### src/rtl/gpio_bank_pkg.sv
package gpio_bank_pkg;

    // Low two address bits select how a write acts on the chosen register.
    typedef enum logic [1:0] {
        VIEW_PLAIN  = 2'd0,
        VIEW_CLEAR  = 2'd1,
        VIEW_SET    = 2'd2,
        VIEW_TOGGLE = 2'd3
    } view_e;

    typedef enum logic [2:0] {
        TGT_DIR,
        TGT_OUT,
        TGT_IN,
        TGT_MODE,
        TGT_NONE
    } target_e;

    localparam int WORD_OUT_BASE = 4;
    localparam int WORD_IN       = 8;
    localparam int WORD_MODE     = 9;

endpackage

### src/rtl/gpio_alias_reg.sv
module gpio_alias_reg
    import gpio_bank_pkg::*;
#(
    parameter int WIDTH = 32
) (
    input  logic             clk,
    input  logic             rst_n,
    input  logic             wr_en,
    input  view_e            view,
    input  logic [WIDTH-1:0] wdata,
    output logic [WIDTH-1:0] q
);

    logic [WIDTH-1:0] nxt;

    always_comb begin
        unique case (view)
            VIEW_PLAIN:  nxt = wdata;
            VIEW_CLEAR:  nxt = q & ~wdata;
            VIEW_SET:    nxt = q | wdata;
            VIEW_TOGGLE: nxt = q ^ wdata;
        endcase
    end

    always_ff @(posedge clk or negedge rst_n) begin
        if (!rst_n)
            q <= '0;
        else if (wr_en)
            q <= nxt;
    end

    AST_CLEAR_DROPS_ONES: assert property (@(posedge clk) disable iff (!rst_n)
        (wr_en && view == VIEW_CLEAR) |=> ((q & $past(wdata)) == '0));

    AST_SET_RAISES_ONES: assert property (@(posedge clk) disable iff (!rst_n)
        (wr_en && view == VIEW_SET) |=> ((q & $past(wdata)) == $past(wdata)));

    AST_ALIAS_KEEPS_ZEROS: assert property (@(posedge clk) disable iff (!rst_n)
        (wr_en && view != VIEW_PLAIN) |=> ((q & ~$past(wdata)) == ($past(q) & ~$past(wdata))));

    AST_HOLD_IDLE: assert property (@(posedge clk) disable iff (!rst_n)
        !wr_en |=> $stable(q));

endmodule

### src/rtl/gpio_in_sampler.sv
module gpio_in_sampler #(
    parameter int WIDTH       = 32,
    parameter int SYNC_STAGES = 2
) (
    input  logic             clk,
    input  logic             rst_n,
    input  logic [WIDTH-1:0] pin_raw,
    input  logic [WIDTH-1:0] mode,
    input  logic             strobe,
    output logic [WIDTH-1:0] in_q
);

    localparam int CHAIN_W = SYNC_STAGES * WIDTH;

    logic [CHAIN_W-1:0] chain_q;
    logic [WIDTH-1:0]   synced;
    logic [WIDTH-1:0]   in_next;

    always_ff @(posedge clk or negedge rst_n) begin
        if (!rst_n)
            chain_q <= '0;
        else
            chain_q <= {chain_q[CHAIN_W-WIDTH-1:0], pin_raw};
    end

    assign synced = chain_q[CHAIN_W-1 -: WIDTH];

    for (genvar b = 0; b < WIDTH; b++) begin : g_bit
        assign in_next[b] = (mode[b] || strobe) ? synced[b] : in_q[b];
    end

    always_ff @(posedge clk or negedge rst_n) begin
        if (!rst_n)
            in_q <= '0;
        else
            in_q <= in_next;
    end

    AST_ONDEMAND_FROZEN: assert property (@(posedge clk) disable iff (!rst_n)
        !strobe |=> ((in_q & ~$past(mode)) == ($past(in_q) & ~$past(mode))));

endmodule

### src/rtl/gpio_data_bank.sv
module gpio_data_bank
    import gpio_bank_pkg::*;
#(
    parameter int WIDTH       = 32,
    parameter int ADDR_W      = 4,
    parameter int SYNC_STAGES = 2
) (
    input  logic              clk,
    input  logic              rst_n,
    input  logic              bus_wr,
    input  logic              bus_rd,
    input  logic [ADDR_W-1:0] bus_addr,
    input  logic [WIDTH-1:0]  bus_wdata,
    output logic [WIDTH-1:0]  bus_rdata,
    input  logic [WIDTH-1:0]  pin_in,
    output logic [WIDTH-1:0]  pin_oe,
    output logic [WIDTH-1:0]  pin_out
);

    localparam logic [ADDR_W-1:0] A_OUT_BASE = ADDR_W'(WORD_OUT_BASE);
    localparam logic [ADDR_W-1:0] A_IN       = ADDR_W'(WORD_IN);
    localparam logic [ADDR_W-1:0] A_MODE     = ADDR_W'(WORD_MODE);
    localparam int                N_ALIAS    = 2;

    target_e          tgt;
    view_e            view;
    logic [WIDTH-1:0] alias_q [N_ALIAS];
    logic [WIDTH-1:0] mode_q;
    logic [WIDTH-1:0] in_q;
    logic [WIDTH-1:0] rd_mux;
    logic             in_strobe;

    // Address decode: words below the input word are the two aliased registers.
    always_comb begin
        view = view_e'(bus_addr[1:0]);
        if (bus_addr < A_OUT_BASE)
            tgt = TGT_DIR;
        else if (bus_addr < A_IN)
            tgt = TGT_OUT;
        else if (bus_addr == A_IN)
            tgt = TGT_IN;
        else if (bus_addr == A_MODE)
            tgt = TGT_MODE;
        else
            tgt = TGT_NONE;
    end

    for (genvar g = 0; g < N_ALIAS; g++) begin : g_alias
        localparam target_e MY_TGT = (g == 0) ? TGT_DIR : TGT_OUT;
        gpio_alias_reg #(.WIDTH(WIDTH)) u_reg (
            .clk   (clk),
            .rst_n (rst_n),
            .wr_en (bus_wr && (tgt == MY_TGT)),
            .view  (view),
            .wdata (bus_wdata),
            .q     (alias_q[g])
        );
    end

    always_ff @(posedge clk or negedge rst_n) begin
        if (!rst_n)
            mode_q <= '0;
        else if (bus_wr && tgt == TGT_MODE)
            mode_q <= bus_wdata;
    end

    assign in_strobe = bus_rd && (tgt == TGT_IN);

    gpio_in_sampler #(.WIDTH(WIDTH), .SYNC_STAGES(SYNC_STAGES)) u_sampler (
        .clk     (clk),
        .rst_n   (rst_n),
        .pin_raw (pin_in),
        .mode    (mode_q),
        .strobe  (in_strobe),
        .in_q    (in_q)
    );

    always_comb begin
        unique case (tgt)
            TGT_DIR:  rd_mux = alias_q[0];
            TGT_OUT:  rd_mux = alias_q[1];
            TGT_IN:   rd_mux = in_q;
            TGT_MODE: rd_mux = mode_q;
            default:  rd_mux = '0;
        endcase
    end

    always_ff @(posedge clk or negedge rst_n) begin
        if (!rst_n)
            bus_rdata <= '0;
        else if (bus_rd)
            bus_rdata <= rd_mux;
    end

    assign pin_oe  = alias_q[0];
    assign pin_out = alias_q[1];

    AST_RDATA_HOLD: assert property (@(posedge clk) disable iff (!rst_n)
        !bus_rd |=> $stable(bus_rdata));

    AST_UNMAPPED_READ_ZERO: assert property (@(posedge clk) disable iff (!rst_n)
        (bus_rd && bus_addr > A_MODE) |=> (bus_rdata == '0));

    AST_IN_WRITE_IGNORED: assert property (@(posedge clk) disable iff (!rst_n)
        (bus_wr && bus_addr >= A_IN && bus_addr != A_MODE) |=> ($stable(pin_oe) && $stable(pin_out)));

endmodule

### config.mk
export PLATFORM = sky130hd
export DESIGN_NAME = gpio_data_bank
export DESIGN_NICKNAME = d
export VERILOG_FILES = /design/src/rtl/gpio_bank_pkg.sv /design/src/rtl/gpio_alias_reg.sv /design/src/rtl/gpio_in_sampler.sv /design/src/rtl/gpio_data_bank.sv
export SDC_FILE = /design/constraint.sdc
export NUM_CORES = 1
export LEC_CHECK = 0
export BUFFER_PORTS_ARGS = -buffer_cell sky130_fd_sc_hd__buf_2
export CORE_UTILIZATION = 40
export CTS_CLUSTER_SIZE = 20
export DETAILED_ROUTE_END_ITERATION = 8
export PLACE_DENSITY = 0.6
export SETUP_SLACK_MARGIN = 0.1
export SLEW_MARGIN = 15
export SYNTH_ARGS = -nofsm -noshare
export SYNTH_HDL_FRONTEND = slang
export SYNTH_HIERARCHICAL = 1
export SYNTH_SLANG_ARGS = --single-unit
### constraint.sdc
create_clock -name clk -period 1 [get_ports clk]
set_input_delay 0.05 -clock clk [delete_from_list [all_inputs] [get_ports clk]]
set_output_delay 0.05 -clock clk [all_outputs]
set_load 0.05 [all_outputs]
==> summary.md <==
| Metric | Value |
|---|---|
| Max Slew Vio Count | `0` |
| Gpl congestion | `0.725` |
| Min-Delay Path Class | `primary input to flop` |
| Min Clock Period, post-route | `1.28 ns` |
| Yosys warning total | `6` |
| Outcome | `finished, violations left` |
| Die Span X | `180 µm` |
| Maximum clock skew at final layout | `0.0125 ns` |
| Power density normalized to cell area | `1850 nW/µm²` |
| RSZ-0062 raised after global routing | `true` |
| Fraction of final layout cells sized beyond drive strength 1 | `61.6%` |
| Post-synthesis to final-layout area growth | `64.6%` |
| Count of flip-flops with a built-in enable after synthesis | `0` |
| Global route overflow | `0` |
| Cell types occupying the most area after synthesis | `sky130_fd_sc_hd__dfrtp_1, sky130_fd_sc_hd__ha_1, sky130_fd_sc_hd__mux2i_1` |
| Slowest stage delay, CP | `0.43 ns` |
| Wire per inst | `20.1 µm` |
| Final instance area | `20900 µm²` |
| Final HPWL from detailed placement | `24400 µm` |
| First-pass GRT wire length | `61000 µm` |
| Via total after detailed routing | `10.4k` |
| Count of nets left with antenna violations after detail routing | `0` |
| Deepest clock path buffer count | `3` |
| Slew Limit Headroom | `35.5%` |
| Layout Nets | `1768` |
| Max cap viols | `0` |
| Cell with the largest stage delay on the worst path | `sky130_fd_sc_hd__dfrtp_2` |
| Kind of launch point of the worst setup path | `flop` |
| Path type of the worst setup path | `flop to output pin` |
| Achievable frequency | `0.779 GHz` |
| Worst-case setup slack after placement | `-0.491 ns` |
| Number of buffers created by CTS | `25` |
| Buffers added on ports | `167` |
| H-Tree Level Count | `1` |
| Mean area per synthesized cell | `11.4 µm²` |
| Detailed Route WL | `39900 µm` |
| Worst IR Drop VDD | `1440 µV` |
| DRC violation count after routing | `0` |
| Post-Route Setup TNS | `-34.40 ns` |
| Number of register bits inferred by synthesis | `224` |
| Count of distinct cell types in the synthesized netlist | `36` |
| Placeable core region | `30900 µm²` |
| Endpoint arrival time on the critical path | `1.23 ns` |
| Row count | `64` |
| Final worst slack | `-0.284 ns` |
| Critical path fanouts, max | `2` |
| Most frequently used cell type in the post-synthesis netlist | `sky130_fd_sc_hd__dfrtp_1` |
| Number of global-route vias before repair | `11.0k` |
| Overall die height | `180 µm` |
| Most used flip-flop cell after synthesis | `sky130_fd_sc_hd__dfrtp_1` |
| Register clock-pin slew on the reported worst setup and hold paths | `0.06 ns` |
| Most frequent cells after synthesis | `sky130_fd_sc_hd__dfrtp_1, sky130_fd_sc_hd__inv_1, sky130_fd_sc_hd__ha_1` |
| Total global-route track usage | `23.7%` |
| Slew at the pin with the worst max-slew slack | `0.965 ns` |
| Total clock sinks | `224` |
| Filler Cell Count | `2171` |
| Cell area after synthesis | `12700 µm²` |
| Initial Util | `41.0%` |
| Top cell type by total area after synthesis | `sky130_fd_sc_hd__dfrtp_1` |
| Via density per instance | `5.23` |
| Violations in the final reports | `setup timing` |
| I/O pin cnt | `168` |
| Hold Violations, Final | `0` |
| TritonCTS clock tree | `yes` |
| Number of instances in the synthesized netlist | `1107` |
| Crit path cell chain | `buf_6, buf_8` |
| Smallest hold slack | `0.0131 ns` |
| Buffer type at the clock tree root | `sky130_fd_sc_hd__clkbuf_16` |
| Die Area | `32400 µm²` |
| Clock latency at the later pin of the worst-skew pair | `0.53 ns` |
| Sequential share of the synthesized area | `44.2%` |
| Detailed-routing iteration count for the pre-antenna-repair pass | `5` |
| Nature of the critical path endpoint | `output pin` |
| Maximum number of pins on one net before global-route repair | `64` |
| Final critical-path share of the clock period | `128%` |
| DRC marker count from the first detailed-route iteration | `588` |
| Net count after synthesis | `1307` |
| Post-layout utilization of the core | `67.5%` |
| Final setup violation count | `191` |
| Post-detailed-placement cell area | `15600 µm²` |
| Proportion of netlist area held by the largest area contributor | `44.2%` |
| CP required | `0.95 ns` |
| Share of synthesized registers carrying an async set or reset | `100%` |
| Initial antenna violation count | `2` |
| Total leakage power | `9.35 nW` |
[layer usage]
metal | vias to the layer above | wire length, µm | global-route usage, % | share of wire, %
li1 | 4773 | - | - | -
met1 | 5265 | 17800 | 32.1 | 45
met2 | 270 | 19300 | 39.6 | 48
met3 | 60 | 1780 | 2.86 | 4.5
met4 | 2 | 1010 | 6.93 | 2.5
met5 | - | 12 | 0 | 0.030
[cell type report]
class / instances / area, µm² / share of cell area (%)
antenna: 1 / 2.50 / 0.0120
clock buffer: 30 / 684 / 3.28
clock inverter: 16 / 156 / 0.749
inverter: 129 / 562 / 2.69
multi-input combinational: 685 / 8330 / 39.9
sequential: 224 / 5690 / 27.2
tap: 396 / 495 / 2.37
timing repair buffer: 503 / 4960 / 23.7
[power by group]
group / internal, mW / switching (mW)
clock network: 5.44 / 3.96
registers: 10.8 / 1.72
logic: 8.64 / 7.95
total: 24.9 / 13.6
[sequential cells by signal (all words and copies together), names as in the netlist]
register           flops
u_sampler/in_q        32
g_alias.u_reg/q       64
mode_q                32
u_sampler/chain_q     64
bus_rdata             32
[what timing repair did]
| item | in CTS | in global routing |
|---|---|---|
| hold buffers | 67 | 1 |
| gates resized for setup | 533 | 129 |
| endpoints found under the setup margin | 224 | 238 |
| buffers inserted | 90 | 18 |
| pin swaps | 174 | 92 |
| gates cloned | 0 | 2 |
| hold endpoints to repair | 290 | 6 |
[metrics by stage]
step           power [mW]  cells
2_1_floorplan        19.4   1107
3_3_place_gp         22.9   1760
3_5_place_dp         23.2   1760
4_1_cts              37.3   1963
5_1_grt              40.2   1984
6_report             38.5   1984
[critical path, delay by kind of cell (launching register included)]
family / cells / cell delay [ns]
buffers and inverters: 2 / 0.27
flip-flops: 1 / 0.43
[cell families after synthesis]
family | Yosys count | synth area share [%]
compound gates | 193 | 12.6
buf+inv | 198 | 8.18
fa+ha+maj | 128 | 12.6
mux | 173 | 14.3
flops | 224 | 44.2
simple gates | 191 | 8.04
[layout by cell type (no fill, tap or decap), types with 4 or more instances in the layout]
master	instances
sky130_fd_sc_hd__a21oi_2	52
sky130_fd_sc_hd__a21oi_4	9
sky130_fd_sc_hd__a221o_1	19
sky130_fd_sc_hd__a22o_1	13
sky130_fd_sc_hd__and2b_1	6
sky130_fd_sc_hd__buf_12	21
sky130_fd_sc_hd__buf_2	67
sky130_fd_sc_hd__buf_4	158
sky130_fd_sc_hd__buf_6	141
sky130_fd_sc_hd__buf_8	47
sky130_fd_sc_hd__clkbuf_16	27
sky130_fd_sc_hd__clkbuf_8	4
sky130_fd_sc_hd__clkinv_2	6
sky130_fd_sc_hd__clkinv_4	4
sky130_fd_sc_hd__dfrtp_1	160
sky130_fd_sc_hd__dfrtp_2	64
sky130_fd_sc_hd__dlygate4sd3_1	67
sky130_fd_sc_hd__ha_1	4
sky130_fd_sc_hd__ha_2	16
sky130_fd_sc_hd__ha_4	108
sky130_fd_sc_hd__inv_1	65
sky130_fd_sc_hd__inv_2	33
sky130_fd_sc_hd__inv_4	31
sky130_fd_sc_hd__mux2_2	5
sky130_fd_sc_hd__mux2_4	59
sky130_fd_sc_hd__mux2i_1	97
sky130_fd_sc_hd__mux2i_2	6
sky130_fd_sc_hd__mux2i_4	6
sky130_fd_sc_hd__nor2_1	44
sky130_fd_sc_hd__nor2_2	47
sky130_fd_sc_hd__nor2_4	6
sky130_fd_sc_hd__nor2b_1	13
sky130_fd_sc_hd__o221ai_1	28
sky130_fd_sc_hd__o221ai_2	36
sky130_fd_sc_hd__o22ai_1	11
sky130_fd_sc_hd__o2bb2ai_1	13
sky130_fd_sc_hd__o2bb2ai_2	6
sky130_fd_sc_hd__or2_0	26
sky130_fd_sc_hd__or2_1	38
[worst paths after layout]
path	slack [ns]	depth (start not counted)	endpoint	startpoint
setup / recovery	-0.28	2	pin_oe[0]	g_alias[0].u_reg/q[0]
hold / removal	0.01	4	g_alias[1].u_reg/q[7]	bus_wdata[7]
setup reg to reg	-0.28	4	bus_rdata[1]	g_alias[0].u_reg/q[1]
hold reg to reg	0.35	0	u_sampler/chain_q[34]	u_sampler/chain_q[2]
max in group asynchronous	0.13	3	g_alias[1].u_reg/q[27]	rst_n
min in group asynchronous	0.12	3	g_alias[0].u_reg/q[22]	rst_n
Power figures use the tool's default switching activity.
